===== config.mk =====
export PLATFORM = sky130hd
export DESIGN_NAME = memseq_arb
export DESIGN_NICKNAME = d
export VERILOG_FILES = /design/src/rtl/memseq_arb.sv
export SDC_FILE = /design/constraint.sdc
export NUM_CORES = 1
export LEC_CHECK = 0
export ABC_AREA = 1
export BUFFER_PORTS_ARGS = -buffer_cell sky130_fd_sc_hd__buf_2
export CORE_AREA = 10 10 47 49
export CTS_CLUSTER_DIAMETER = 30
export CTS_CLUSTER_SIZE = 25
export DETAILED_ROUTE_END_ITERATION = 7
export DIE_AREA = 0 0 57 59
export GPL_TIMING_DRIVEN = 0
export SKIP_CTS_REPAIR_TIMING = 1
export SYNTH_ARGS = -nofsm -noshare
export SYNTH_HDL_FRONTEND = slang
export SYNTH_SLANG_ARGS = --single-unit
export TNS_END_PERCENT = 20

===== constraint.sdc =====
create_clock -name clk -period 2.1 [get_ports clk]
set_input_delay 0.42 -clock clk [delete_from_list [all_inputs] [get_ports clk]]
set_output_delay 0.42 -clock clk [all_outputs]
set_load 0.03 [all_outputs]

===== src/rtl/memseq_arb.sv =====
module memseq_arb #(
  parameter int FULL_TICKS = 5,
  parameter int HALF_TICKS = 3
) (
  input  logic clk,
  input  logic rst,
  input  logic tick,
  input  logic cpu_req,
  input  logic cpu_half,
  input  logic dma_req,
  input  logic dma_wr,
  output logic busy,
  output logic hold,
  output logic rd_strobe,
  output logic rd_valid,
  output logic wr_strobe
);
  localparam int PW = $clog2(FULL_TICKS);
  localparam logic [PW-1:0] FULL_LAST = PW'(FULL_TICKS - 1);
  localparam logic [PW-1:0] HALF_LAST = PW'(HALF_TICKS - 1);
  localparam logic [PW-1:0] SPLIT     = PW'((FULL_TICKS - 1) / 2);

  logic          busy_q, hold_q, half_q, wr_q, dma_q;
  logic [PW-1:0] ph_q;

  wire idle_tick = tick & ~busy_q;
  wire go_dma    = idle_tick & dma_req;
  wire go_cpu    = idle_tick & ~dma_req & cpu_req;
  wire [PW-1:0] last_ph = half_q ? HALF_LAST : FULL_LAST;
  wire done      = tick & busy_q & (ph_q == last_ph);

  always_ff @(posedge clk) begin
    if (rst) begin
      busy_q <= 1'b0;
      hold_q <= 1'b0;
      half_q <= 1'b0;
      wr_q   <= 1'b0;
      dma_q  <= 1'b0;
      ph_q   <= '0;
    end else begin
      if (go_dma | go_cpu) begin
        busy_q <= 1'b1;
        ph_q   <= PW'(1);
        half_q <= go_cpu & cpu_half;
        wr_q   <= go_dma & dma_wr;
        dma_q  <= go_dma;
      end else if (done) begin
        busy_q <= 1'b0;
        ph_q   <= '0;
      end else if (tick & busy_q) begin
        ph_q   <= ph_q + PW'(1);
      end

      if (go_dma)
        hold_q <= cpu_req;
      else if (idle_tick)
        hold_q <= 1'b0;
      else if (done & dma_q & ~dma_req)
        hold_q <= 1'b0;
    end
  end

  assign busy      = busy_q;
  assign hold      = hold_q;
  assign rd_strobe = busy_q & ~wr_q & (half_q ? (ph_q < HALF_LAST) : (ph_q <= SPLIT));
  assign rd_valid  = busy_q & ~wr_q & (half_q ? (ph_q == HALF_LAST) : (ph_q > SPLIT));
  assign wr_strobe = busy_q & wr_q & (ph_q > SPLIT);
endmodule


== After elaboration in Yosys (flattened, before gate mapping) ==
Index checks and enable logic that the tools add are counted.
Storage, ports and cells
  input port bits: 7
  flip-flop bits (word level): 8
  output and inout port bits: 5
  word-level logic and storage cells: 47
Cells by class
  bitwise logic cells: 19
  equal/unequal tests: 2
  muxes and demuxes: 11
  $add $sub $neg: 1
  reductions and logical operators: 4
  order comparisons: 3
Operators by type and width (number)
  1-bit AND: 15
  1-bit 2-to-1 mux: 10
  3-bit nonzero test: 2
  3-bit by 1-bit adder with 3-bit output (second input constant): 1
  3-bit by 2-bit equality test with 1-bit output (second input constant): 1
  3-bit equality test: 1
  3-bit by 2-bit > comparator with 1-bit output (second input constant): 1
  3-bit by 2-bit <= comparator with 1-bit output (second input constant): 1
  3-bit by 2-bit less-than comparator with 1-bit output (second input constant): 1
  3-bit 2-to-1 mux: 1
  1-bit NOT: 3
  3-bit OR reduction: 1
  2-bit nonzero test: 1
  1-bit bitwise OR: 1

== Depth between registers and ports, before layout ==
Gate-level depths: netlist of run 1.
  depth after elaboration: 8
  depth in mapped cells: 6
  mapped depth without buffers: 6

== Worst setup path before layout of run 1 ==
No wires, ideal clock.
  kind: reg2out
  from: reg ph_q[0]
  to: out rd_valid
  stages on the path, launching flop included: 6
  path buffers: 0
  data required time: 1.680 ns
  arrival: 1.554 ns
  slack: 0.126 ns
  cells stage by stage: dfxtp_1 inv_1 ha_1 o21ai_2 inv_1 a211oi_1
Between the ends
  longest elaborated chain between the ends: 3
  elaborated cells on any way between the ends: 4
  those cells by class: order compare: 1; eq/ne: 1; mux: 1; bitwise: 1
RTL lines
  from (decl): RTL line 24  | logic [PW-1:0] ph_q;
  from (signal assigned): RTL line 51  | ph_q <= ph_q + PW'(1);
  3-bit by 2-bit > comparator with 1-bit output or 3-bit by 2-bit equality test with 1-bit output (tied branches): RTL line 66  | assign rd_valid = busy_q & ~wr_q & (half_q ? (ph_q == HALF_LAST) : (ph_q > SPLIT));
  1-bit 2-to-1 mux (*): RTL line 66
  1-bit AND (*): RTL line 66
  to (decl): RTL line 15  | output logic rd_valid,
Every way passes the cells marked *; elsewhere a longest branch is shown, timed or not.

== Worst setup path after layout of run 1 ==
Ends and elaborated chain as after synthesis.

==> run summary, run 1 <==
status: complete, no violations
Slew @ Worst Pin: 0.2025 ns
cell taking the most area after synthesis: dfxtp_1
worst rel slew slack: 86.45%
Worst path slowest cell: dfxtp_1
global route total overflow: 0
via count: 458
Crit path arrival time: 1.54 ns
final hold viol count: 0
Mapped Area: 455.4 um^2
via-per-instance ratio: 4.626
unrepaired setup endpoints after global routing: no
Final Util: 39.46%
vias in the first global route: 410
min Tclk post-route: 1.960 ns
CTS tree: done
TNS Setup: 0 ns
DR iter-0 viols: 16
pin count of the biggest net entering global routing: 7
Die Y: 59 um
GRT Util Overall: 6.236%
fin nets: 94
yosys warns: 0
worst setup slack after layout: 0.1398 ns
post-synthesis sequential element count: 8
hold depth: 2
IO Pins: 12
per-cell routed wire length: 9.697 um
clk sinks: 8
IO Port Bufs: 11
Initial Utilization: 32.50%
die area: 0.003363 mm^2
Pwr Total: 340.2 uW
DRC: 0
1st-pass router iterations: 4
GP Congestion: 0.7852
max frequency: 510.1 MHz
layout cells sized above 1: 22.89%
Mapped Nets: 78
clock skew: 0.002402 ns
first-pass GRT wire length: 1649 um
final setup fails: 0
flop2flop setup slack: 1.02 ns
syn avg cell area: 6.601 um^2
Fillers: 156
clk slew on worst S/H paths: 0.05 ns
Post-Synthesis Cells: 69
R2R depth: 5
sequential share of the synthesized area: 35.16%
pre-CTS WS: 0.3971 ns
clock tree buffer depth: 2
Area Growth Syn to Fin: 21.43%
Hold Path Class: primary input to register
critical setup path kind: register to primary output
TritonCTS Buffers: 3
Clk Latency, worst-skew pair: 0.25 ns
top-area cell type share of the netlist area: 35.16%
pwr dens: 615.2 mW/mm^2
ant diodes: 0
core box area: 0.001401 mm^2
area of the multi-input gates: 239.0 um^2
synth unique cells: 18
Req. time, crit path: 1.68 ns
max-slew violation count: 0
leading post-synthesis cells by cell area: dfxtp_1, inv_1, nor2_1, nand2_1, ha_1
Final period util: 93.34%
htree depth: 1
worst path cell trace: inv_1 > ha_1 > o21ai_2 > inv_1 > a211oi_1 > buf_2
number of nets with antenna violations after routing: 0
most used cell, CP: inv_1
detailed placement HPWL: 818.3 um
Root Buffer: clkbuf_4
Leakage: 0.0002662 uW
Max Cap Viol: 0
Total Routed Length: 960 um
crit-path max FO: 3
VDD IR max: 0.0002716 V
site row count: 14
FF+latch area: 160.2 um^2
crit start category: register
antenna violations before repair: 0
Slowest Stage Delay on Critical Path: 0.35 ns
Setup crit end kind: primary output
die extent in x: 57 um
-- cell usage after synthesis (all sizes together) --
cell type,instances
a21oi,4
nand4,2
o31ai,1
and3,1
ha,2
a211oi,1
nand3,4
nand2,11
xor2,1
inv,15
nor3,2
o21ai,5
nor2,12
dfxtp,8
-- critical path: cells and delay by family (launching register included) --
family                   cells  cell delay (ns)
AO/OA/AOI/OAI                2             0.33
adder cells (fa/ha/maj)      1             0.23
buffers and inverters        3             0.38
flip-flops                   1             0.35
-- logic make-up (layout without fill, tap and decap cells) --
group | count (synthesis) | in the layout | synth area share, %
AOI/OAI and AO/OA | 11 | 11 | 14.84
xor gates and xnor gates | 1 | 1 | 1.923
adders and majority gates | 2 | 2 | 5.494
buffers and inverters | 15 | 29 | 12.36
DFF | 8 | 8 | 35.16
and+or+nand+nor | 32 | 32 | 30.22
-- power breakdown --
group	internal, uW	switching (uW)	total (uW)
Combinational	19.6	38.6	58.2
Clock	65.4	51.9	117
Sequential	160	4.88	165
-- metrics by stage --
stage | cells | area [um^2] | hold slack [ns]
after detailed placement | 96 | 530.5 | 0.4650
after global routing | 99 | 553.0 | 0.3701
final | 99 | 553.0 | 0.3690
after floorplan | 69 | 455.4 | 0.4453
after CTS | 99 | 553.0 | 0.3683
after global placement | 96 | 530.5 | 0.4648
-- state kept, by name, summed over array words and instances, names as in the netlist --
name    cells
hold        1
half_q      1
ph_q        3
wr_q        1
dma_q       1
busy        1
-- worst paths after layout --
path	start	to
worst max-delay path	ph_q[0]$_SDFFE_PP0P_	rd_valid
worst min register to register	dma_q$_SDFFE_PP0P_	dma_q$_SDFFE_PP0P_
worst min-delay path	rst	busy$_SDFFE_PP0P_
worst max register to register	ph_q[0]$_SDFFE_PP0P_	ph_q[1]$_SDFFE_PP0P_
-- placed cells by master (no fill, tap or decap), types with 2 or more instances in the layout --
cell,synthesis,routed
ha_1,2,2
nand3_1,4,4
nand4_1,2,2
nand2_1,10,10
o21ai_0,4,4
nor2_1,12,12
inv_1,13,13
clkbuf_4,0,3
inv_2,2,2
a21oi_1,3,3
buf_2,0,11
dfxtp_1,8,8
nor3_1,2,2
-- layout make-up --
type,count,area share (%)
clock buffers,3,4.072
inverters,15,10.18
multi-input cells,46,43.21
flip-flops and latches,8,28.96
well taps,16,3.620
repair buffers,11,9.955
-- per-layer routing --
layer / routed length [um] / up-vias / global-route usage, % / share of wire (%)
met3: 58 / 5 / 2.146 / 6.0
li1: - / 252 / - / -
met4: 34 / 0 / 6.040 / 3.5
met2: 368 / 15 / 7.907 / 38
met5: 0 / - / 0 / 0
met1: 498 / 186 / 7.766 / 52
Power figures use the tool's default switching activity.
==> run 2: changes to the inputs <==
--- a/config.mk
+++ b/config.mk
@@ -7,12 +7,15 @@
 export LEC_CHECK = 0
 export ABC_AREA = 1
 export BUFFER_PORTS_ARGS = -buffer_cell sky130_fd_sc_hd__buf_2
-export CORE_AREA = 10 10 47 49
+export CELL_PAD_IN_SITES_DETAIL_PLACEMENT = 0
+export CELL_PAD_IN_SITES_GLOBAL_PLACEMENT = 1
+export CORE_MARGIN = 10
+export CORE_UTILIZATION = 35
 export CTS_CLUSTER_DIAMETER = 30
 export CTS_CLUSTER_SIZE = 25
 export DETAILED_ROUTE_END_ITERATION = 7
-export DIE_AREA = 0 0 57 59
 export GPL_TIMING_DRIVEN = 0
+export PLACE_DENSITY_LB_ADDON = 0.1
 export SKIP_CTS_REPAIR_TIMING = 1
 export SYNTH_ARGS = -nofsm -noshare
 export SYNTH_HDL_FRONTEND = slang
==> run 2 against run 1 <==
First-iteration DRC count down 44%. Final area unchanged. Largest power group unchanged. Clock power is 4% higher. Largest cell class unchanged. Final cell count down 2.0%. Flip-flop and latch count unchanged. Clock-buffer cell count is the same. Via count shrank 0.22%.
==> run summary, run 2 (synthesis results as in run 1) <==
Die Y: 56.07 um (was 59 um)
Final period util: 92.36% (was 93.34%)
Initial Utilization: 38.89% (was 32.50%)
max reg flops: 3 (unchanged)
Max Cap Viol: 0 (unchanged)
IO Port Bufs: 11 (unchanged)
pin count of the biggest net entering global routing: 7 (unchanged)
fin nets: 94 (unchanged)
Total Routed Length: 1057 um (was 960 um)
number of nets with antenna violations after routing: 0 (unchanged)
antenna violations before repair: 0 (unchanged)
layout cells sized above 1: 22.89% (unchanged)
Inst Count DP: 94 (was 96)
Reg with most FFs: ph_q (unchanged)
flop2flop setup slack: 0.98 ns (was 1.02 ns)
VDD IR max: 0.0002818 V (was 0.0002716 V)
final setup fails: 0 (unchanged)
max-slew violation count: 0 (unchanged)
M1 GR Usage: 8.000% (was 7.766%)
pwr dens: 626.0 mW/mm^2 (was 615.2 mW/mm^2)
status: complete, no violations (unchanged)
GRT Util Overall: 7.108% (was 6.236%)
commonest non-fill, non-tap cell in the layout: inv_1 (unchanged)
Leakage: 0.0002661 uW (was 0.0002662 uW)
via count: 457 (was 458)
crit start category: register (unchanged)
GP Congestion: 0.7240 (was 0.7852)
GRT met3 Usage: 3.645% (was 2.146%)
vias in the first global route: 430 (was 410)
per-cell routed wire length: 10.90 um (was 9.697 um)
Root Buffer: clkbuf_4 (unchanged)
clk sinks: 8 (unchanged)
detailed placement HPWL: 869.4 um (was 818.3 um)
first-pass GRT wire length: 1794 um (was 1649 um)
GR Layer Usage met2: 9.921% (was 7.907%)
CTS tree: done (unchanged)
clk slew on worst S/H paths: 0.06 ns (was 0.05 ns)
clock tree buffer depth: 2 (unchanged)
Slew @ Worst Pin: 0.2326 ns (was 0.2025 ns)
hold depth: 2 (unchanged)
IO Pins: 12 (unchanged)
Hold Path Class: primary input to register (unchanged)
Final Util: 47.22% (was 39.46%)
R2R depth: 5 (unchanged)
die area: 0.003144 mm^2 (was 0.003363 mm^2)
max frequency: 515.6 MHz (was 510.1 MHz)
Crit Reg-Reg Endpoint: ph_q[1]$_SDFFE_PP0P_ (unchanged)
Clk Latency, worst-skew pair: 0.25 ns (about the same)
site row count: 12 (was 14)
critical setup path kind: register to primary output (unchanged)
grt peak-use layer: met2 (unchanged)
worst rel slew slack: 84.43% (was 86.45%)
crit-path max FO: 3 (unchanged)
fin cells: 97 (was 99)
RR Startpoint: ph_q[0]$_SDFFE_PP0P_ (unchanged)
Crit path arrival time: 1.52 ns (was 1.54 ns)
ant diodes: 0 (unchanged)
Hold Crit Endpoint: ph_q[0]$_SDFFE_PP0P_ (was busy$_SDFFE_PP0P_)
final hold viol count: 0 (unchanged)
commonest cells after routing, fill and taps aside: inv_1, nor2_1, nand2_1, buf_2, dfxtp_1 (was inv_1, nor2_1, buf_2)
die extent in x: 56.07 um (was 57 um)
core box area: 0.001171 mm^2 (was 0.001401 mm^2)
htree depth: 1 (unchanged)
TritonCTS Buffers: 3 (unchanged)
TNS Setup: 0 ns (unchanged)
1st-pass router iterations: 4 (unchanged)
min Tclk post-route: 1.939 ns (was 1.960 ns)
unrepaired setup endpoints after global routing: no (unchanged)
Area Growth Syn to Fin: 21.43% (unchanged)
via-per-instance ratio: 4.711 (was 4.626)
Setup crit end kind: primary output (unchanged)
DRC: 0 (unchanged)
Req. time, crit path: 1.68 ns (about the same)
global route total overflow: 0 (unchanged)
clock skew: 0.002299 ns (was 0.002402 ns)
hold_sp: rst (unchanged)
DR iter-0 viols: 9 (was 16)
[run 2: cell counts in the layout (fill, tap and decap cells not counted)]
Identical to the previous run, type by type.
[run 2: worst max-delay path: stages, from the launching register on]
cell	delay [ns]
dfxtp_1	0.35
inv_1	0.09
ha_1	0.23
o21ai_2	0.15
inv_1	0.07
a211oi_1	0.19
buf_4	0.19
[run 2: worst max-delay path by stage]
stage,start,cells after the start,end
6_report,ph_q[0]$_SDFFE_PP0P_,6,rd_valid
5_1_grt,ph_q[0]$_SDFFE_PP0P_,6,rd_valid
4_1_cts,ph_q[0]$_SDFFE_PP0P_,6,rd_valid
3_5_place_dp,ph_q[0]$_SDFFE_PP0P_,6,rd_valid
3_3_place_gp,ph_q[0]$_SDFFE_PP0P_,6,rd_valid
2_1_floorplan,ph_q[0]$_SDFFE_PP0P_,5,rd_valid
[run 2: power breakdown]
group	internal (uW)	switching, uW	leakage (uW)
registers	160	5.33	0.0000654
logic	19.6	39.3	0.000187
clock network	65.7	56.6	0.0000138
[run 2: through the flow]
stage               worst slack (ns)  hold WS, ns  instance area [um^2]  power (uW)
floorplan                     0.1265       0.4453                 455.4       208.1
global route                0.001479       0.3707                 553.0       366.3
detailed placement            0.4069       0.4696                 528.0       227.5
CTS                           0.1173       0.3622                 550.5       351.4
global placement              0.4041       0.4602                 528.0       226.9
finish                        0.1605       0.3665                 553.0       346.2
[run 2: per-layer routing]
layer / wire, um / vias up
li1: - / 250
met1: 510 / 197
met2: 473 / 8
met3: 59 / 2
met4: 13 / 0
met5: 0 / -
[run 2: layout make-up]
class	instances	area [um^2]
clock buffer	3	22.52
fill	143	618.1
inverter	15	56.30
multi-input combinational	46	239.0
sequential	8	160.2
tap	14	17.52
timing repair buffer	11	57.56
==> run 3: changes to the inputs <==
--- a/config.mk
+++ b/config.mk
@@ -9,11 +9,12 @@
 export BUFFER_PORTS_ARGS = -buffer_cell sky130_fd_sc_hd__buf_2
 export CELL_PAD_IN_SITES_DETAIL_PLACEMENT = 0
 export CELL_PAD_IN_SITES_GLOBAL_PLACEMENT = 1
-export CORE_MARGIN = 10
-export CORE_UTILIZATION = 35
+export CORE_AREA = 10 10 47 49
+export CTS_BUF_LIST = sky130_fd_sc_hd__clkbuf_4
 export CTS_CLUSTER_DIAMETER = 30
 export CTS_CLUSTER_SIZE = 25
 export DETAILED_ROUTE_END_ITERATION = 7
+export DIE_AREA = 0 0 57 59
 export GPL_TIMING_DRIVEN = 0
 export PLACE_DENSITY_LB_ADDON = 0.1
 export SKIP_CTS_REPAIR_TIMING = 1
==> constraint.sdc (replaced) <==
create_clock -name clk -period 2.5 [get_ports clk]
set_input_delay 0.5 -clock clk [delete_from_list [all_inputs] [get_ports clk]]
set_output_delay 0.5 -clock clk [all_outputs]
set_load 0.03 [all_outputs]
==> run 3 against run 2 <==
Worst hold slack better by 0.078 ns. Die area is 7.0% higher. Power is 16% lower. Routed wire length is 2.6% higher. Final cell count is 2.1% higher. Final area stayed put. Register-to-register slack better by 0.44 ns. Via count is 2.2% lower. First-iteration DRC count is 100% lower. Highest routed layer unchanged. Clock skew is 0.0020 ns lower. Combinational power is 17% lower.
==> run summary, run 3 (synthesis results as in run 1) <==
met2 WL: 468 um (was 473 um)
pre-CTS WS: 0.7127 ns (was 0.4069 ns)
clk sinks: 8 (unchanged)
Total Routed Length: 1085 um (was 1057 um)
Crit path arrival time: 1.55 ns (was 1.52 ns)
die extent in x: 57 um (was 56.07 um)
DR iter-0 viols: 0 (was 9)
critical setup path kind: register to primary output (unchanged)
final hold viol count: 0 (unchanged)
Final period util: 81.94%
clock tree buffer depth: 2 (unchanged)
design area: 553.0 um^2 (unchanged)
pwr dens: 526.6 mW/mm^2 (was 626.0 mW/mm^2)
max reg flops: 3 (unchanged)
number of nets with antenna violations after routing: 0 (unchanged)
Max Cap Viol: 0 (unchanged)
clk slew on worst S/H paths: 0.06 ns (about the same)
Slew @ Worst Pin: 0.2214 ns (was 0.2326 ns)
Req. time, crit path: 2.00 ns (was 1.68 ns)
crit-path max FO: 3 (unchanged)
via-per-instance ratio: 4.515 (was 4.711)
worst hold slack: 0.4448 ns (was 0.3665 ns)
Initial Utilization: 32.50% (was 38.89%)
first-pass GRT wire length: 1890 um (was 1794 um)
vias in the first global route: 446 (was 430)
CTS tree: done (unchanged)
global route total overflow: 0 (unchanged)
Setup crit end kind: primary output (unchanged)
1st-pass router iterations: 1 (was 4)
GP Congestion: 0.7304 (was 0.7240)
TNS Setup: 0 ns (unchanged)
pin count of the biggest net entering global routing: 7 (unchanged)
VDD IR max: 0.0002445 V (was 0.0002818 V)
IO Pins: 12 (unchanged)
Hold Path Class: primary input to register (unchanged)
commonest cells after routing, fill and taps aside: inv_1, nor2_1, buf_2 (was inv_1, nor2_1, nand2_1, buf_2, dfxtp_1)
via count: 447 (was 457)
die area: 0.003363 mm^2 (was 0.003144 mm^2)
fin nets: 94 (unchanged)
min Tclk post-route: 2.049 ns
detailed placement HPWL: 917.6 um (was 869.4 um)
Leakage: 0.0002662 uW (was 0.0002661 uW)
max frequency: 488.1 MHz
Pwr Total: 291.2 uW (was 346.2 uW)
wl on met1: 549 um (was 510 um)
IO Port Bufs: 11 (unchanged)
GRT Util Overall: 7.081% (was 7.108%)
status: complete, no violations (unchanged)
unrepaired setup endpoints after global routing: no (unchanged)
max-slew violation count: 0 (unchanged)
worst setup slack after layout: 0.4514 ns (was 0.1605 ns)
layout cells sized above 1: 22.89% (unchanged)
site row count: 14 (was 12)
Reg with most FFs: ph_q (unchanged)
commonest non-fill, non-tap cell in the layout: inv_1 (unchanged)
ant diodes: 0 (unchanged)
Die Y: 59 um (was 56.07 um)
Placement Cell Area: 530.5 um^2 (was 528.0 um^2)
final setup fails: 0 (unchanged)
Root Buffer: clkbuf_4 (unchanged)
worst rel slew slack: 85.18% (was 84.43%)
Clk Latency, worst-skew pair: 0.25 ns (about the same)
per-cell routed wire length: 10.96 um (was 10.90 um)
TritonCTS Buffers: 3 (unchanged)
met3 wire length: 55 um (was 59 um)
htree depth: 1 (unchanged)
core box area: 0.001401 mm^2 (was 0.001171 mm^2)
Area Growth Syn to Fin: 21.43% (unchanged)
DRC: 0 (unchanged)
clock skew: 0.0003382 ns (was 0.002299 ns)
top sig layer: met4 (unchanged)
crit start category: register (unchanged)
antenna violations before repair: 0 (unchanged)
-- run 3: cell counts in the layout (fill, tap and decap cells not counted) --
No cell type changed its count.
-- run 3: path summary, 6_finish.rpt --
path,to,slack (ns),depth (start not counted),from
worst max-delay path,rd_valid,0.45,6,ph_q[0]$_SDFFE_PP0P_
worst min register to register,dma_q$_SDFFE_PP0P_,0.48,2,dma_q$_SDFFE_PP0P_
worst max register to register,ph_q[2]$_SDFFE_PP0P_,1.42,6,ph_q[1]$_SDFFE_PP0P_
worst min-delay path,ph_q[0]$_SDFFE_PP0P_,0.44,2,rst
-- run 3: critical path: stages, from the launching register on --
cell      delay (ns)
dfxtp_1         0.35
inv_1           0.08
ha_1            0.23
o21ai_2         0.16
inv_1           0.07
a211oi_1        0.18
buf_2           0.23
-- run 3: metal layers --
layer | GRT usage [%] | vias to the layer above
met5 | 0 | -
met4 | 6.040 | 0
met3 | 2.575 | 2
met2 | 10.08 | 8
met1 | 8.193 | 190
li1 | - | 247
-- run 3: power breakdown --
| group | internal, uW | leakage (uW) | switching [uW] |
|---|---|---|---|
| clock | 55.3 | 0.0000138 | 48.3 |
| sequential | 134 | 0.0000654 | 4.49 |
| combinational | 16.3 | 0.000187 | 32.7 |
| total | 206 | 0.000266 | 85.5 |
-- run 3: final cells by class --
| class | count | area (um^2) |
|---|---|---|
| repair buffers | 11 | 55.05 |
| clock buffers | 3 | 22.52 |
| multi-input cells | 46 | 239.0 |
| well taps | 16 | 20.02 |
| inverters | 15 | 56.30 |
| fillers | 174 | 848.3 |
| flip-flops and latches | 8 | 160.2 |
-- run 3: metrics by stage --
step,util (%),cells
2_1_floorplan,-,69
3_3_place_gp,37.86,96
3_5_place_dp,37.86,96
4_1_cts,39.46,99
5_1_grt,39.46,99
6_report,39.46,99
